**config.mk**
```make
export PLATFORM = sky130hd
export DESIGN_NAME = gain_ramp_atten
export DESIGN_NICKNAME = d
export VERILOG_FILES = /design/src/rtl/atten_pkg.sv /design/src/rtl/atten_sync.sv /design/src/rtl/atten_level_ctrl.sv /design/src/rtl/atten_scale.sv /design/src/rtl/gain_ramp_atten.sv
export SDC_FILE = /design/constraint.sdc
export NUM_CORES = 1
export LEC_CHECK = 0
export ABC_AREA = 1
export BUFFER_PORTS_ARGS = -buffer_cell sky130_fd_sc_hd__buf_2
export CORE_ASPECT_RATIO = 1.5
export CORE_MARGIN = 2
export CORE_UTILIZATION = 25
export CTS_BUF_LIST = sky130_fd_sc_hd__clkbuf_16
export CTS_CLUSTER_DIAMETER = 120
export DETAILED_ROUTE_END_ITERATION = 10
export GPL_TIMING_DRIVEN = 0
export SLEW_MARGIN = 15
export SYNTH_ARGS = -nofsm -noshare
export SYNTH_HDL_FRONTEND = slang
export SYNTH_SLANG_ARGS = --single-unit
```
**constraint.sdc**
```tcl
create_clock -name clk -period 18.9 [get_ports clk]
set_input_delay 0.945 -clock clk [delete_from_list [all_inputs] [get_ports clk]]
set_output_delay 0.945 -clock clk [all_outputs]
set_load 0.1 [all_outputs]
```
**src/rtl/atten_pkg.sv**
```systemverilog
package atten_pkg;
    typedef enum logic [1:0] {
        LV_RELOAD = 2'd0,
        LV_MANUAL = 2'd1,
        LV_SOFT   = 2'd2
    } lvl_state_e;

    localparam int NUM_CH = 2;
endpackage

```
**src/rtl/atten_sync.sv**
```systemverilog
module atten_sync #(
    parameter int WIDTH  = 3,
    parameter int STAGES = 2
) (
    input  logic             clk,
    input  logic             rst_n,
    input  logic [WIDTH-1:0] d,
    output logic [WIDTH-1:0] q
);
    logic [WIDTH-1:0] stg [STAGES];

    for (genvar g = 0; g < STAGES; g++) begin : g_stage
        if (g == 0) begin : g_first
            always_ff @(posedge clk or negedge rst_n) begin
                if (!rst_n) stg[g] <= '0;
                else        stg[g] <= d;
            end
        end else begin : g_rest
            always_ff @(posedge clk or negedge rst_n) begin
                if (!rst_n) stg[g] <= '0;
                else        stg[g] <= stg[g-1];
            end
        end
    end

    assign q = stg[STAGES-1];
endmodule

```
**src/rtl/atten_level_ctrl.sv**
```systemverilog
module atten_level_ctrl
    import atten_pkg::*;
#(
    parameter int LEVEL_W  = 6,
    parameter int TICK_DIV = 16
) (
    input  logic               clk,
    input  logic               rst_n,
    input  logic               mode_s,
    input  logic               mute_s,
    input  logic               step_s,
    input  logic               smp_valid,
    output logic [LEVEL_W-1:0] level
);
    localparam logic [LEVEL_W-1:0] LMAX   = {LEVEL_W{1'b1}};
    localparam int                 TICK_W = (TICK_DIV > 1) ? $clog2(TICK_DIV) : 1;
    localparam logic [TICK_W-1:0]  TLAST  = TICK_W'(TICK_DIV - 1);

    lvl_state_e        state, state_nx;
    logic              step_prev, mode_prev;
    logic              step_rise, mode_chg;
    logic [TICK_W-1:0] tick;

    assign step_rise = step_s & ~step_prev;
    assign mode_chg  = mode_s ^ mode_prev;

    // edge and change detection registers
    always_ff @(posedge clk or negedge rst_n) begin
        if (!rst_n) begin
            step_prev <= 1'b0;
            mode_prev <= 1'b0;
        end else begin
            step_prev <= step_s;
            mode_prev <= mode_s;
        end
    end

    // state register
    always_ff @(posedge clk or negedge rst_n) begin
        if (!rst_n) state <= LV_RELOAD;
        else        state <= state_nx;
    end

    // next-state decode
    always_comb begin
        state_nx = state;
        unique case (state)
            LV_RELOAD: begin
                if (mode_chg)    state_nx = LV_RELOAD;
                else if (mode_s) state_nx = LV_SOFT;
                else             state_nx = LV_MANUAL;
            end
            LV_MANUAL: if (mode_chg) state_nx = LV_RELOAD;
            LV_SOFT:   if (mode_chg) state_nx = LV_RELOAD;
            default:   state_nx = LV_RELOAD;
        endcase
    end

    // level and strobe divider
    always_ff @(posedge clk or negedge rst_n) begin
        if (!rst_n) begin
            level <= LMAX;
            tick  <= '0;
        end else if (mode_chg || state == LV_RELOAD) begin
            level <= LMAX;
            tick  <= '0;
        end else begin
            unique case (state)
                LV_MANUAL: begin
                    if (step_rise) begin
                        if (mute_s && level != '0)        level <= level - 1'b1;
                        else if (!mute_s && level != LMAX) level <= level + 1'b1;
                    end
                end
                LV_SOFT: begin
                    if (smp_valid) begin
                        if (tick == TLAST) begin
                            tick <= '0;
                            if (mute_s && level != '0)        level <= level - 1'b1;
                            else if (!mute_s && level != LMAX) level <= level + 1'b1;
                        end else begin
                            tick <= tick + 1'b1;
                        end
                    end
                end
                default: ;
            endcase
        end
    end

    AST_STEP_ONE: assert property (@(posedge clk) disable iff (!rst_n)
        (state != LV_RELOAD && !mode_chg) |=>
        (level == $past(level) || level == $past(level) + 1'b1 || level == $past(level) - 1'b1));
    AST_MANUAL_HOLD: assert property (@(posedge clk) disable iff (!rst_n)
        (state == LV_MANUAL && !mode_chg && !step_rise) |=> $stable(level));
    AST_SAT_LOW: assert property (@(posedge clk) disable iff (!rst_n)
        (state != LV_RELOAD && !mode_chg && mute_s && level == '0) |=> level == '0);
    AST_SAT_HIGH: assert property (@(posedge clk) disable iff (!rst_n)
        (state != LV_RELOAD && !mode_chg && !mute_s && level == LMAX) |=> level == LMAX);
    AST_MODE_RELOAD: assert property (@(posedge clk) disable iff (!rst_n)
        mode_chg |=> level == LMAX);
    AST_SOFT_IDLE: assert property (@(posedge clk) disable iff (!rst_n)
        (state == LV_SOFT && !mode_chg && !smp_valid) |=> $stable(level));
endmodule

```
**src/rtl/atten_scale.sv**
```systemverilog
module atten_scale #(
    parameter int DATA_W  = 16,
    parameter int LEVEL_W = 6
) (
    input  logic                     clk,
    input  logic                     rst_n,
    input  logic                     in_valid,
    input  logic signed [DATA_W-1:0] in_smp,
    input  logic [LEVEL_W-1:0]       level,
    output logic signed [DATA_W-1:0] out_smp
);
    localparam int                 PROD_W  = DATA_W + LEVEL_W + 1;
    localparam int                 LMAX_I  = (1 << LEVEL_W) - 1;
    localparam logic [LEVEL_W-1:0] LMAX    = LEVEL_W'(LMAX_I);
    localparam logic signed [PROD_W-1:0] DIVISOR = PROD_W'(LMAX_I);

    logic signed [PROD_W-1:0] prod, quot;

    always_comb begin
        prod = PROD_W'(in_smp) * $signed({{(PROD_W-LEVEL_W){1'b0}}, level});
        quot = prod / DIVISOR;
    end

    always_ff @(posedge clk or negedge rst_n) begin
        if (!rst_n)        out_smp <= '0;
        else if (in_valid) out_smp <= DATA_W'(quot);
    end

    AST_UNITY_PASS: assert property (@(posedge clk) disable iff (!rst_n)
        (in_valid && level == LMAX) |=> out_smp == $past(in_smp));
    AST_ZERO_SILENT: assert property (@(posedge clk) disable iff (!rst_n)
        (in_valid && level == '0) |=> out_smp == '0);
endmodule

```
**src/rtl/gain_ramp_atten.sv**
```systemverilog
module gain_ramp_atten
    import atten_pkg::*;
#(
    parameter int DATA_W      = 16,
    parameter int LEVEL_W     = 6,
    parameter int TICK_DIV    = 16,
    parameter int SYNC_STAGES = 2
) (
    input  logic              clk,
    input  logic              rst_n,
    input  logic              smp_valid,
    input  logic [DATA_W-1:0] smp_left,
    input  logic [DATA_W-1:0] smp_right,
    input  logic              soft_mode,
    input  logic              mute_dn,
    input  logic              step_clk,
    output logic              out_valid,
    output logic [DATA_W-1:0] out_left,
    output logic [DATA_W-1:0] out_right,
    output logic [LEVEL_W-1:0] level
);
    logic [2:0] async_in, synced;
    logic signed [DATA_W-1:0] ch_in  [NUM_CH];
    logic signed [DATA_W-1:0] ch_out [NUM_CH];

    assign async_in = {soft_mode, mute_dn, step_clk};

    atten_sync #(.WIDTH(3), .STAGES(SYNC_STAGES)) u_sync (
        .clk   (clk),
        .rst_n (rst_n),
        .d     (async_in),
        .q     (synced)
    );

    atten_level_ctrl #(.LEVEL_W(LEVEL_W), .TICK_DIV(TICK_DIV)) u_ctrl (
        .clk       (clk),
        .rst_n     (rst_n),
        .mode_s    (synced[2]),
        .mute_s    (synced[1]),
        .step_s    (synced[0]),
        .smp_valid (smp_valid),
        .level     (level)
    );

    assign ch_in[0] = smp_left;
    assign ch_in[1] = smp_right;

    for (genvar c = 0; c < NUM_CH; c++) begin : g_ch
        atten_scale #(.DATA_W(DATA_W), .LEVEL_W(LEVEL_W)) u_scale (
            .clk      (clk),
            .rst_n    (rst_n),
            .in_valid (smp_valid),
            .in_smp   (ch_in[c]),
            .level    (level),
            .out_smp  (ch_out[c])
        );
    end

    always_ff @(posedge clk or negedge rst_n) begin
        if (!rst_n) out_valid <= 1'b0;
        else        out_valid <= smp_valid;
    end

    assign out_left  = ch_out[0];
    assign out_right = ch_out[1];

    AST_VALID_PULSE: assert property (@(posedge clk) disable iff (!rst_n)
        !smp_valid |=> !out_valid);
endmodule

```
# Word-level counts from Yosys, hierarchy flattened
# Index checks and enable logic that the tools add are counted.
totals:
  elab_cells: 55
  reg_bits: 53
op_classes:
  n_eq_ne: 8
  addsub: 3
  reduce_logical: 12
  multipliers: 2
  bitwise_logic: 3
  n_div: 2
  muxes: 15
ops:
  columns: ["cell", "count"]
  rows:
  - ["23-bit by 7-bit divider with 23-bit output (second input constant)", 2]
  - ["16-bit by 7-bit multiplier with 23-bit output", 2]
  - ["6-bit 2-to-1 mux", 6]
  - ["4-bit 2-to-1 mux", 4]
  - ["6-bit case mux with 2 select lines", 1]
  - ["6-bit by 1-bit adder with 6-bit output (second input constant)", 1]
  - ["2-bit 2-to-1 mux", 3]
  - ["3-bit by 1-bit != test with 1-bit output (second input constant)", 2]
  - ["6-bit != test (second input constant)", 1]
  - ["6-bit nonzero test", 1]
  - ["6-bit by 1-bit subtractor with 6-bit output (second input constant)", 1]
  - ["4-bit by 1-bit adder with 4-bit output (second input constant)", 1]
  - ["4-bit equality test (second input constant)", 1]
  - ["2-bit case mux with 2 select lines", 1]
  - ["4-bit AND reduction", 1]
  - ["2-bit nonzero test", 2]
  - ["3-bit by 2-bit != test with 1-bit output (second input constant)", 1]
  - ["3-bit nonzero test", 1]
  - ["2-bit by 1-bit equality test with 1-bit output (second input constant)", 1]
  - ["2-bit equality test (second input constant)", 1]
  - ["1-bit logical AND", 2]
  - ["2-bit zero test", 1]
  - ["2-bit by 1-bit != test with 1-bit output (second input constant)", 1]
  - ["2-bit AND reduction", 1]
  - ["other kinds (6)", 6]

# Longest topological paths before layout
depth:
  depth_word: 8
  depth_mapped: 130
  mapped_depth_nobuf: 127

# Cells and area by module
# A second synthesis with hierarchy kept.
unflattened:
  cells_unflattened: 3215
  hier_area_um2: 19414.9
modules_own_cells:
  columns: ["mod", "cells_per_inst", "area_per_inst_um2", "instances", "seq_area_each_um2"]
  rows:
  - ["atten_scale (g_ch[0].u_scale)", 1537, 9298.9, 1, 400.4]
  - ["atten_scale (g_ch[1].u_scale)", 1538, 8926.1, 1, 400.4]
  - ["atten_level_ctrl", 130, 992.2, 1, 357.8]
  - ["atten_sync", 9, 172.7, 1, 150.1]
  - ["gain_ramp_atten", 1, 25.0, 1, 25.0]

# Least setup slack after synthesis
# No wires, ideal clock.
synth_path:
  path_kind: "register to register"
  startpoint: "register u_ctrl.level[1]"
  endpoint: "register g_ch[1].u_scale.out_smp[14]"
  path_buffers: 3
  setup_ns: 0.135
  path_stages_with_launch: 119
  synth_period_minus_slack_ns: 14.708
  arrival_time_ns: 14.573
  slack_ns: 4.192
  t_required_ns: 18.765
  path_cell_list: "dfstp_2 > clkbuf_1 > clkbuf_1 > nand2_1 > inv_1 > fa_1 > fa_1 > fa_1 > inv_1 > fa_1 > inv_1 > ha_1 > a21oi_1 > o21ai_0 > inv_1 > nand2_1 > or2_1 > nand2_1 > (+83 left out) > nand2_2 > nand2_1 > nand2_1 > nand2_1 > nand2_1 > nor2_1 > nand3_2 > inv_2 > ha_1 > inv_1 > nor4_1 > nand3_1 > nand2_1 > o21a_1 > o21ai_0 > o21bai_1 > xnor2_1 > o21ai_0"
synth_via:
  elab_chain_cells: 2
synth_rtl:
  columns: ["item", "line", "rtl"]
  rows:
  - ["from (decl)", "atten_level_ctrl.sv:13", "output logic [LEVEL_W-1:0] level"]
  - ["from (signal assigned)", "atten_level_ctrl.sv:71", "if (mute_s && level != '0) level <= level - 1'b1;"]
  - ["from (signal assigned)", "atten_level_ctrl.sv:72", "else if (!mute_s && level != LMAX) level <= level + 1'b1;"]
  - ["from (signal assigned)", "atten_level_ctrl.sv:79", "if (mute_s && level != '0) level <= level - 1'b1;"]
  - ["16-bit by 7-bit multiplier with 23-bit output", "atten_scale.sv:20", "prod = PROD_W'(in_smp) * $signed({{(PROD_W-LEVEL_W){1'b0}}, level});"]
  - ["23-bit by 7-bit divider with 23-bit output", "atten_scale.sv:21", "quot = prod / DIVISOR;"]
  - ["to (signal assigned)", "atten_scale.sv:26", "else if (in_valid) out_smp <= DATA_W'(quot);"]
  - ["to (decl)", "atten_scale.sv:10", "output logic signed [DATA_W-1:0] out_smp"]
# No other way between the ends.
# A chain may end at the register's enable or synchronous reset.

# Final worst setup path
layout_path:
  startpoint: "register u_ctrl.level[4]"
  endpoint: "register g_ch[1].u_scale.out_smp[14]"
# Same word-level chain as after synthesis.

==> metrics.yaml <==
critical_path:
  cp_slowest_cell: "dfstp_2"
  r2r_slack_ns: 1.75
  endpoint_kind: "flip-flop"
  max_stage_delay_ns: 0.55
  crit_end: "g_ch[1].u_scale.out_smp[14]$_DFFE_PN0P_"
  reg2reg_to: "g_ch[1].u_scale.out_smp[14]$_DFFE_PN0P_"
  worstRegToRegCells: 118
  cp.required_ns: 19.08
  cp_common_cell: "nand2_2"
  crit_start: "u_ctrl.level[4]$_DFFE_PN1P_"
  start_kind: "flip-flop"
  crit_type: "reg2reg"
  crit_arrival_ns: 17.33
  reg2reg_from: "u_ctrl.level[4]$_DFFE_PN1P_"
  critPathMaxFanout: 10
logic_synthesis:
  syn_inst: 2979
  ys.flop_type: "dfrtp_1"
  synth_area_um2: 18500
  ys_seq_area_share_pct: 7.20
  synth_area_per_cell_um2: 6.22
  synth_edf_count: 0
  ys_async_sr_fraction_pct: 100
  synth.distinct_cells: 64
  synth_seq_cells: 53
  synth_nets: 3262
  yosys_warnings: 0
sta:
  slew_viol_final: 0
  hold_slack_ns: 0.356
  finalSetupViolations: 0
  finalClockSkew_ns: 0.00897
  tightest_slew_ns: 0.951
  hold_violations: 0
  rsz0062_at_grt: "false"
  finalCritPeriodShare_pct: 90.7
  maxSlewHeadroom_pct: 36.6
  max_freq_mhz: 58.3
  tns_ns: 0
  fin_crit_ns: 17.15
global_routing:
  grt_max_degree: 54
  track_usage_pct: 13.6
  grt_pass1_wl_mm: 84.6
  overflow: 0
  grt_pass1_vias: 17600
  antenna_found_initial: 23
run_status:
  outcome: "finished clean"
route:
  route.detailed.drc: 0
  wl_mm: 51.1
  drtIter0Drc: 819
  vias_per_cell: 4.41
  maxUsedRoutingLayer: "met5"
  wl_met2_mm: 26.6
  via_count: 17900
  dr_wl_met3_mm: 1.99
  drt-met1-wl_mm: 20.5
  dr.pass1.iters: 5
  wire_per_inst_um: 12.6
  antenna_left: 0
clock_tree:
  cts_buffer_depth: 2
  ctsHoldBuffers: 0
  cts_root_buf: "clkbuf_16"
  htree_levels: 2
  clk_latency_ns: 0.32
  cts_setup_buffers: 0
  cts_made_buffers: 5
  cts_tree: "built"
  clkSinkCount: 53
  clk_pin_slew_ns: 0.08
  cts.repair.resized: 0
placement:
  numPortBuffers: 76
  placed_area_um2: 20100
  gp_congestion: 0.878
  dp_cells: 4047
  hpwlAfterDp_mm: 44.0
floorplanning:
  die_area_um2: 76300
  start_util_pct: 25.2
  fp-row-count: 122
  coreArea_um2: 73600
  io_pins: 77
  chipWidth_um: 226
  fp.dieH_um: 337
run:
  drv_cap: 0
final_layout:
  drive_above_1_share_pct: 15.4
  instances_no_fill: 4062
  fin_area_um2: 20300
  syn_to_final_growth_pct: 9.70
  fin_nets: 3343
min_path:
  hp-class: "reg2reg"
registers in the layout, summed over array words and instances (netlist names):
register,cells
u_ctrl.level,6
u_ctrl.state,2
u_sync.q,3
out_valid,1
u_ctrl.tick,4
u_ctrl.mode_prev,1
u_sync.stg,3
g_ch.u_scale.out_smp,32
u_ctrl.step_prev,1
placed cells by master, fill, tap and decap left out, drive strengths merged, types with 22 or more instances in the layout:
cell type | synthesis | layout
o21ai | 129 | 129
a21oi | 54 | 54
ha | 110 | 110
buf | 12 | 88
xnor2 | 25 | 25
nand3 | 255 | 255
inv | 649 | 650
nand4 | 49 | 49
nand3b | 22 | 22
nor2 | 227 | 227
nand2 | 1051 | 1051
fa | 135 | 135
clkbuf | 31 | 34
xor2 | 74 | 74
dfrtp | 47 | 47
worst min-delay path by stage:
stage	end	startpoint	depth (start not counted)
after floorplan	u_sync.q[0]$_DFF_PN0_	u_sync.stg[3]$_DFF_PN0_	0
final	u_sync.q[2]$_DFF_PN0_	u_sync.stg[5]$_DFF_PN0_	0
after CTS	u_sync.q[2]$_DFF_PN0_	u_sync.stg[5]$_DFF_PN0_	0
after detailed placement	u_sync.q[0]$_DFF_PN0_	u_sync.stg[3]$_DFF_PN0_	0
after global placement	u_sync.q[2]$_DFF_PN0_	u_sync.stg[5]$_DFF_PN0_	0
after global routing	u_sync.q[2]$_DFF_PN0_	u_sync.stg[5]$_DFF_PN0_	0
cells by family (layout without fill, tap and decap cells):
family | Yosys count | in the layout | share of synthesized area (%)
AO/OA/AOI/OAI | 243 | 243 | 8.01
XOR/XNOR | 99 | 99 | 4.95
adder cells (fa/ha/maj) | 245 | 245 | 22.0
buffers and inverters | 699 | 781 | 15.0
flip-flops | 53 | 53 | 7.20
other | 0 | 9 | 0
AND/OR/NAND/NOR | 1640 | 1640 | 42.8
cells in the mapped netlist (7+ instances only):
cell type	number	area, um2
o21ai_0	87	435
dfrtp_1	47	1180
nand3_2	44	440
o211ai_1	14	105
nor2_2	53	332
a31oi_1	13	81.3
nand2_4	45	507
fa_1	135	2700
inv_2	39	146
buf_6	7	78.8
xor2_1	71	622
nor2_1	160	601
a21oi_2	7	61.3
nand2_1	894	3360
o21ai_1	28	140
nor3_1	15	75.1
a21oi_1	46	230
nand2_2	112	701
clkbuf_1	26	97.6
nand4_1	45	282
nand3b_1	22	165
xnor2_1	23	201
nand3_1	206	1030
ha_1	110	1380
inv_1	610	2290
o21ai_2	13	114
nor2_4	14	158
critical path: cells and delay by family, from the launching register on:
kind	cells	cell delay, ns
compound gates	8	1.54
xor+xnor	2	0.62
fa+ha+maj	8	2.56
buf+inv	13	1.66
flops	1	0.55
simple gates	87	9.99
per-stage QoR:
step                utilization, %  setup WS, ns
global placement              27.4          1.55
CTS                           27.6          1.36
detailed placement            27.4          1.41
global route                  27.6        0.0287
floorplan                        -          4.19
finish                        27.6          1.75
cell type report:
class	count	area [um2]
Timing Repair Buffer	76	383
Inverter	655	2470
Buffer	42	308
Fill cell	8392	53300
Clock buffer	5	125
Sequential cell	53	1330
Antenna cell	9	22.5
Multi-Input combinational cell	2227	14400
Clock inverter	3	21.3
Tap cell	992	1240
routing by layer:
| layer | global-route usage (%) | vias up |
|---|---|---|
| met4 | 5.52 | 26 |
| met2 | 26.1 | 246 |
| met5 | 0 | - |
| li1 | - | 9276 |
| met3 | 1.76 | 80 |
| met1 | 14.8 | 8284 |
Power is left out: the tool's default activity adds up to more than one toggle a clock period on the data nets, which glitch-free logic cannot reach.
